### src/rtl/rheo_pkg.sv
package rheo_pkg;
  localparam int CMD_OP_W = 4;

  typedef enum logic [CMD_OP_W-1:0] {
    OP_NOP       = 4'd0,
    OP_WR_WIPER  = 4'd1,
    OP_SEL_WIPER = 4'd2,
    OP_STORE     = 4'd3,
    OP_RELOAD    = 4'd4,
    OP_SEL_LOC   = 4'd5,
    OP_SEL_LAST  = 4'd6,
    OP_WR_CTRL   = 4'd7,
    OP_SEL_CTRL  = 4'd8,
    OP_SHUTDOWN  = 4'd9
  } cmd_op_t;

  typedef enum logic [1:0] {
    MEM_STORE     = 2'd0,
    MEM_RELOAD    = 2'd1,
    MEM_READ_LOC  = 2'd2,
    MEM_READ_LAST = 2'd3
  } mem_op_t;
endpackage

### src/rtl/rheo_decode.sv
module rheo_decode
  import rheo_pkg::*;
#(
  parameter int DATA_W = 10,
  parameter int PAD_W  = 2
) (
  input  logic [PAD_W+CMD_OP_W+DATA_W-1:0] word,
  output cmd_op_t                          op,
  output logic [DATA_W-1:0]                data
);
  localparam int WORD_W = PAD_W + CMD_OP_W + DATA_W;

  logic [PAD_W-1:0]    pad;
  logic [CMD_OP_W-1:0] raw;

  assign pad  = word[WORD_W-1 -: PAD_W];
  assign raw  = word[DATA_W +: CMD_OP_W];
  assign data = word[DATA_W-1:0];

  // Non-zero pad or an unassigned opcode collapses to a no-op.
  always_comb begin
    if (pad != '0 || raw > CMD_OP_W'(OP_SHUTDOWN)) op = OP_NOP;
    else                                            op = cmd_op_t'(raw);
  end
endmodule

### src/rtl/rheo_mem_seq.sv
module rheo_mem_seq
  import rheo_pkg::*;
#(
  parameter int DATA_W = 10,
  parameter int LOC_W  = 6
) (
  input  logic              clk,
  input  logic              rst_n,
  input  logic              start,
  input  mem_op_t           start_op,
  input  logic [LOC_W-1:0]  start_addr,
  input  logic [DATA_W-1:0] start_wdata,
  input  logic              mem_done,
  output logic              mem_req,
  output mem_op_t           mem_op,
  output logic [LOC_W-1:0]  mem_addr,
  output logic [DATA_W-1:0] mem_wdata,
  output logic              busy,
  output logic              done_fire,
  output mem_op_t           done_op
);
  logic boot_q, pend_q;

  always_ff @(posedge clk or negedge rst_n) begin
    if (!rst_n) begin
      boot_q    <= 1'b1;
      pend_q    <= 1'b0;
      mem_req   <= 1'b0;
      mem_op    <= MEM_RELOAD;
      mem_addr  <= '0;
      mem_wdata <= '0;
    end else begin
      mem_req <= 1'b0;
      if (boot_q) begin
        boot_q  <= 1'b0;
        pend_q  <= 1'b1;
        mem_req <= 1'b1;
        mem_op  <= MEM_RELOAD;
      end else if (pend_q) begin
        if (mem_done) pend_q <= 1'b0;
      end else if (start) begin
        pend_q    <= 1'b1;
        mem_req   <= 1'b1;
        mem_op    <= start_op;
        mem_addr  <= start_addr;
        mem_wdata <= start_wdata;
      end
    end
  end

  assign busy      = boot_q | pend_q;
  assign done_fire = pend_q & mem_done;
  assign done_op   = mem_op;
endmodule

### src/rtl/rheo_cmd_core.sv
module rheo_cmd_core
  import rheo_pkg::*;
#(
  parameter int DATA_W = 10,
  parameter int PAD_W  = 2,
  parameter int LOC_W  = 6
) (
  input  logic                              clk,
  input  logic                              rst_n,
  input  logic                              cmd_valid,
  input  logic [PAD_W+CMD_OP_W+DATA_W-1:0]  cmd_word,
  output logic                              cmd_ready,
  output logic [DATA_W-1:0]                 wiper_code,
  output logic                              wiper_en,
  output logic [PAD_W+CMD_OP_W+DATA_W-1:0]  rsp_word,
  output logic                              mem_req,
  output logic [1:0]                        mem_op,
  output logic [LOC_W-1:0]                  mem_addr,
  output logic [DATA_W-1:0]                 mem_wdata,
  input  logic                              mem_done,
  input  logic                              mem_ok,
  input  logic [DATA_W-1:0]                 mem_rdata
);
  localparam int WORD_W = PAD_W + CMD_OP_W + DATA_W;
  localparam int HDR_W  = PAD_W + CMD_OP_W;
  localparam logic [DATA_W-1:0] MIDSCALE = DATA_W'(1) << (DATA_W - 1);

  function automatic logic [WORD_W-1:0] pack_rsp(input logic [DATA_W-1:0] v);
    return {{HDR_W{1'b0}}, v};
  endfunction

  function automatic logic [DATA_W-1:0] ctrl_field(input logic ok, input logic wen,
                                                   input logic pen);
    return {{(DATA_W-3){1'b0}}, ok, wen, pen};
  endfunction

  cmd_op_t           dec_op;
  logic [DATA_W-1:0] dec_data;
  logic              accept, busy, done_fire, mem_start;
  mem_op_t           start_op, done_op, mem_op_e;
  logic              ctrl_wen, ctrl_pen, store_ok, shut_q;
  logic [DATA_W-1:0] wiper_q;
  logic [WORD_W-1:0] rsp_q;

  rheo_decode #(.DATA_W(DATA_W), .PAD_W(PAD_W)) u_dec (
    .word(cmd_word), .op(dec_op), .data(dec_data)
  );

  assign accept = cmd_valid & ~busy;

  always_comb begin
    mem_start = 1'b0;
    start_op  = MEM_RELOAD;
    if (accept) begin
      case (dec_op)
        OP_STORE:    begin mem_start = ctrl_pen; start_op = MEM_STORE;     end
        OP_RELOAD:   begin mem_start = 1'b1;     start_op = MEM_RELOAD;    end
        OP_SEL_LOC:  begin mem_start = 1'b1;     start_op = MEM_READ_LOC;  end
        OP_SEL_LAST: begin mem_start = 1'b1;     start_op = MEM_READ_LAST; end
        default:     ;
      endcase
    end
  end

  rheo_mem_seq #(.DATA_W(DATA_W), .LOC_W(LOC_W)) u_seq (
    .clk(clk), .rst_n(rst_n),
    .start(mem_start), .start_op(start_op),
    .start_addr(dec_data[LOC_W-1:0]), .start_wdata(wiper_q),
    .mem_done(mem_done),
    .mem_req(mem_req), .mem_op(mem_op_e), .mem_addr(mem_addr), .mem_wdata(mem_wdata),
    .busy(busy), .done_fire(done_fire), .done_op(done_op)
  );

  always_ff @(posedge clk or negedge rst_n) begin
    if (!rst_n) begin
      wiper_q  <= MIDSCALE;
      ctrl_wen <= 1'b0;
      ctrl_pen <= 1'b0;
      store_ok <= 1'b0;
      shut_q   <= 1'b0;
      rsp_q    <= '0;
    end else begin
      if (done_fire) begin
        case (done_op)
          MEM_RELOAD: wiper_q  <= mem_rdata;
          MEM_STORE:  store_ok <= mem_ok;
          default:    rsp_q    <= pack_rsp(mem_rdata);
        endcase
      end
      if (accept) begin
        case (dec_op)
          OP_WR_WIPER:  if (ctrl_wen) wiper_q <= dec_data;
          OP_SEL_WIPER: rsp_q <= pack_rsp(wiper_q);
          OP_STORE:     if (ctrl_pen) store_ok <= 1'b0;
          OP_RELOAD:    shut_q <= 1'b0;
          OP_WR_CTRL:   begin ctrl_wen <= dec_data[1]; ctrl_pen <= dec_data[0]; end
          OP_SEL_CTRL:  rsp_q <= pack_rsp(ctrl_field(store_ok, ctrl_wen, ctrl_pen));
          OP_SHUTDOWN:  shut_q <= dec_data[0];
          default:      ;
        endcase
      end
    end
  end

  assign cmd_ready  = ~busy;
  assign wiper_code = wiper_q;
  assign wiper_en   = ~shut_q;
  assign rsp_word   = rsp_q;
  assign mem_op     = mem_op_e;
endmodule

### config.mk
export PLATFORM = sky130hd
export DESIGN_NAME = rheo_cmd_core
export DESIGN_NICKNAME = d
export VERILOG_FILES = /design/src/rtl/rheo_pkg.sv /design/src/rtl/rheo_decode.sv /design/src/rtl/rheo_mem_seq.sv /design/src/rtl/rheo_cmd_core.sv
export SDC_FILE = /design/constraint.sdc
export NUM_CORES = 1
export LEC_CHECK = 0
export CAP_MARGIN = 20
export CORE_UTILIZATION = 48
export CTS_BUF_LIST = sky130_fd_sc_hd__clkbuf_8
export DETAILED_ROUTE_END_ITERATION = 12
export PLACE_DENSITY = 0.91
export SETUP_SLACK_MARGIN = 0.02
export SYNTH_ARGS = -nofsm -noshare
export SYNTH_HDL_FRONTEND = slang
export SYNTH_SLANG_ARGS = --single-unit
### constraint.sdc
create_clock -name clk -period 1.7 [get_ports clk]
set_input_delay 0.34 -clock clk [delete_from_list [all_inputs] [get_ports clk]]
set_output_delay 0.34 -clock clk [all_outputs]
set_load 0.01 [all_outputs]
==> results.sh <==
export IMPL_cts_htree_levels=2
export IMPL_period_minus_slack_ns=1.66
export IMPL_diodes=0
export IMPL_vias=1877
export IMPL_placedCellCount=352
export IMPL_die_area_um2=5300
export IMPL_synth_cell_types=40
export IMPL_gp_routability_congestion=0.989
export IMPL_fin_skew_ns=0.00997
export IMPL_reg2reg_depth=4
export IMPL_cts_tree="yes"
export IMPL_status="complete, no violations"
export IMPL_die_w_um=72.8
export IMPL_multiInputGateArea_um2=1080
export IMPL_finish_utilization=0.750
export IMPL_clock_sinks=51
export IMPL_fmax_mhz=604
export IMPL_min_path_type="in2async"
export IMPL_async_reset_ff_frac=1.00
export IMPL_ys_seq_elements=51
export IMPL_rsz0062_at_grt="yes"
export IMPL_grt_use_total=0.242
export IMPL_core_area_um2=4790
export IMPL_ys_flop_type="dfrtp_1"
export IMPL_grt_max_degree=34
export IMPL_final_common_cell="clkdlybuf4s50_1"
export IMPL_drt_antenna_violating_nets=0
export IMPL_setup_viol=0
export IMPL_grt_overflow_total=0
export IMPL_drv_slew=0
export IMPL_dpl_hpwl_um=4390
export IMPL_layout_drive_gt1_share=0.263
export IMPL_fill_cells=321
export IMPL_io_buffers=77
export IMPL_numCtsBuffers=5
export IMPL_grt_pass1_vias=1857
export IMPL_clock_latency_ns=0.31
export IMPL_power_switching_w=0.000721
export IMPL_crit_slowest_cell="clkdlybuf4s50_1"
export IMPL_path_clk_slew_ns=0.09
export IMPL_clockBufferDepth=2
export IMPL_critPathLaunchType="input port"
export IMPL_cp_required_ns=1.90
export IMPL_syn_cell_area_um2=2400
export IMPL_crit_arrival_ns=1.85
export IMPL_swShare=0.252
export IMPL_syn_nets=223
export IMPL_ir_drop_mv=0.577
export IMPL_critPathMaxFanout=10
export IMPL_crit_path_cell_trace="clkdlybuf4s50_1, nand2_1, and2_1, o21ai_2, buf_6, mux2_4"
export IMPL_crit_path_end_kind="flop"
export IMPL_synthCells=192
export IMPL_cellInternalPower_w=0.00214
export IMPL_post_route_period_util=0.974
export IMPL_seqPwrFrac=0.493
export IMPL_register_area_um2=1280
export IMPL_initial_core_util=0.502
export IMPL_synth_edff_count=0
export IMPL_fin_cells=367
export IMPL_routed_wirelength_um=5890
export IMPL_path_class="in2reg"
export IMPL_root_buffer="clkbuf_8"
export IMPL_mostFrequentLayoutCells="69 x clkdlybuf4s50_1, 48 x dfrtp_1, 25 x buf_4"
export IMPL_avgRoutedWirePerCell_um=16.0
export IMPL_critical_path_top_delay_family="buffers and inverters"
export IMPL_dieHeight_um=72.8
export IMPL_cap_violations=0
export IMPL_antenna_found_initial=0
export IMPL_avgSynthCellArea_um2=12.5
export IMPL_avgViaCountPerCell=5.11
export IMPL_synth_seq_area_share=0.532
export IMPL_layout_nets=330
export IMPL_rows=25
export IMPL_area_growth_synth_to_final_pct=49.2
export IMPL_drt_iter0_markers=87
export IMPL_drc=0
export IMPL_finalHoldViolations=0
export IMPL_worst_path_stages=6
export IMPL_leakagePower_nw=1.75
export IMPL_synth_warning_count=0
export IMPL_pin_count=78
export IMPL_combPwrFrac=0.218
export IMPL_clock_power_share=0.289
export IMPL_power_density_nw_per_um2=799
export IMPL_crit_buf_inv=2
export IMPL_max_stage_delay_ns=0.51
export IMPL_grt_pass1_wl_um=9320
export IMPL_firstDrtPassIters=4
## routing by layer
metal / vias up / global-route usage / wire length [um]
li1: 892 / - / -
met4: 0 / 0.0915 / 112
met1: 913 / 0.323 / 2610
met5: - / 0 / 0
met3: 9 / 0.0497 / 242
met2: 63 / 0.391 / 2930
## state kept, by name (all words and copies together) (netlist names)
register / count
shut_q: 1
u_seq.mem_req: 1
u_seq.boot_q: 1
wiper_code: 10
u_seq.pend_q: 1
u_seq.mem_wdata: 10
store_ok: 1
rsp_word: 16
u_seq.done_op: 2
u_seq.mem_addr: 6
ctrl_wen: 1
ctrl_pen: 1
## power by group through the flow
stage          Combinational [W]  Clock, W  Sequential [W]
3_3_place_gp            0.000589         0         0.00143
2_1_floorplan           0.000176         0         0.00147
4_1_cts                 0.000606  0.000845         0.00142
3_5_place_dp            0.000606         0         0.00144
6_report                0.000624  0.000828         0.00141
5_1_grt                 0.000665  0.000903         0.00142
## worst paths after layout
check | end | slack [ns] | start
max in group asynchronous | wiper_code[1] | 0.65 | rst_n
min in group clk | u_seq.mem_addr[0] | 0.52 | u_seq.mem_addr[0]
worst max-delay path | u_seq.mem_wdata[1] | 0.04 | cmd_word[11]
worst min-delay path | wiper_code[7] | 0.52 | rst_n
worst max register to register | rsp_word[14] | 0.12 | u_seq.pend_q
worst min register to register | u_seq.mem_addr[0] | 0.52 | u_seq.mem_addr[0]
## kinds of logic after synthesis
group                  count (synthesis)  synth area share
multiplexers                          40             0.201
AO/OA/AOI/OAI                         26            0.0796
other                                  1           0.00156
flip-flops                            51             0.532
AND/OR/NAND/NOR                       61             0.152
XOR/XNOR                               1           0.00364
buffers and inverters                 12            0.0291
## metrics by stage
| step | setup slack (ns) | hold slack [ns] | instance area [um2] | TNS, ns | total power [W] |
|---|---|---|---|---|---|
| after floorplan | 0.138 | 0.0444 | 2400 | 0 | 0.00164 |
| after global placement | -0.326 | 0.306 | 3400 | -12.04 | 0.00202 |
| after detailed placement | -0.417 | 0.316 | 3400 | -14.68 | 0.00204 |
| after CTS | 0.0389 | 0.512 | 3540 | 0 | 0.00287 |
| after global routing | -0.0238 | 0.538 | 3590 | -0.296 | 0.00299 |
| final | 0.0444 | 0.519 | 3590 | 0 | 0.00287 |
## synth_stat cells (4+ instances only)
| cell | n | area share |
|---|---|---|
| dfrtp_1 | 48 | 0.50 |
| mux2i_1 | 21 | 0.087 |
| mux2_4 | 16 | 0.10 |
| nor2_1 | 14 | 0.022 |
| a21oi_1 | 13 | 0.027 |
| nand2_1 | 13 | 0.020 |
| and3_1 | 8 | 0.021 |
| o21ai_2 | 7 | 0.025 |
| inv_1 | 4 | 0.0062 |
| nand2b_1 | 4 | 0.010 |
## repair_timing
item,in CTS,in global routing
buffers inserted,0,5
pin swaps,2,0
gates cloned,0,1
gates resized for setup,12,0
setup endpoints to repair,27,32
hold buffers,1,0
endpoints found under the hold margin,15,0
## final cells by class
| cell class | instances | area share |
|---|---|---|
| flip-flops and latches | 51 | 0.357 |
| multi-input cells | 130 | 0.301 |
| repair buffers | 107 | 0.284 |
| well taps | 67 | 0.0234 |
| clock buffers | 5 | 0.0192 |
| clock inverters | 3 | 0.0115 |
| inverters | 4 | 0.00419 |
Note: power is estimated with default switching activity, not from simulation.
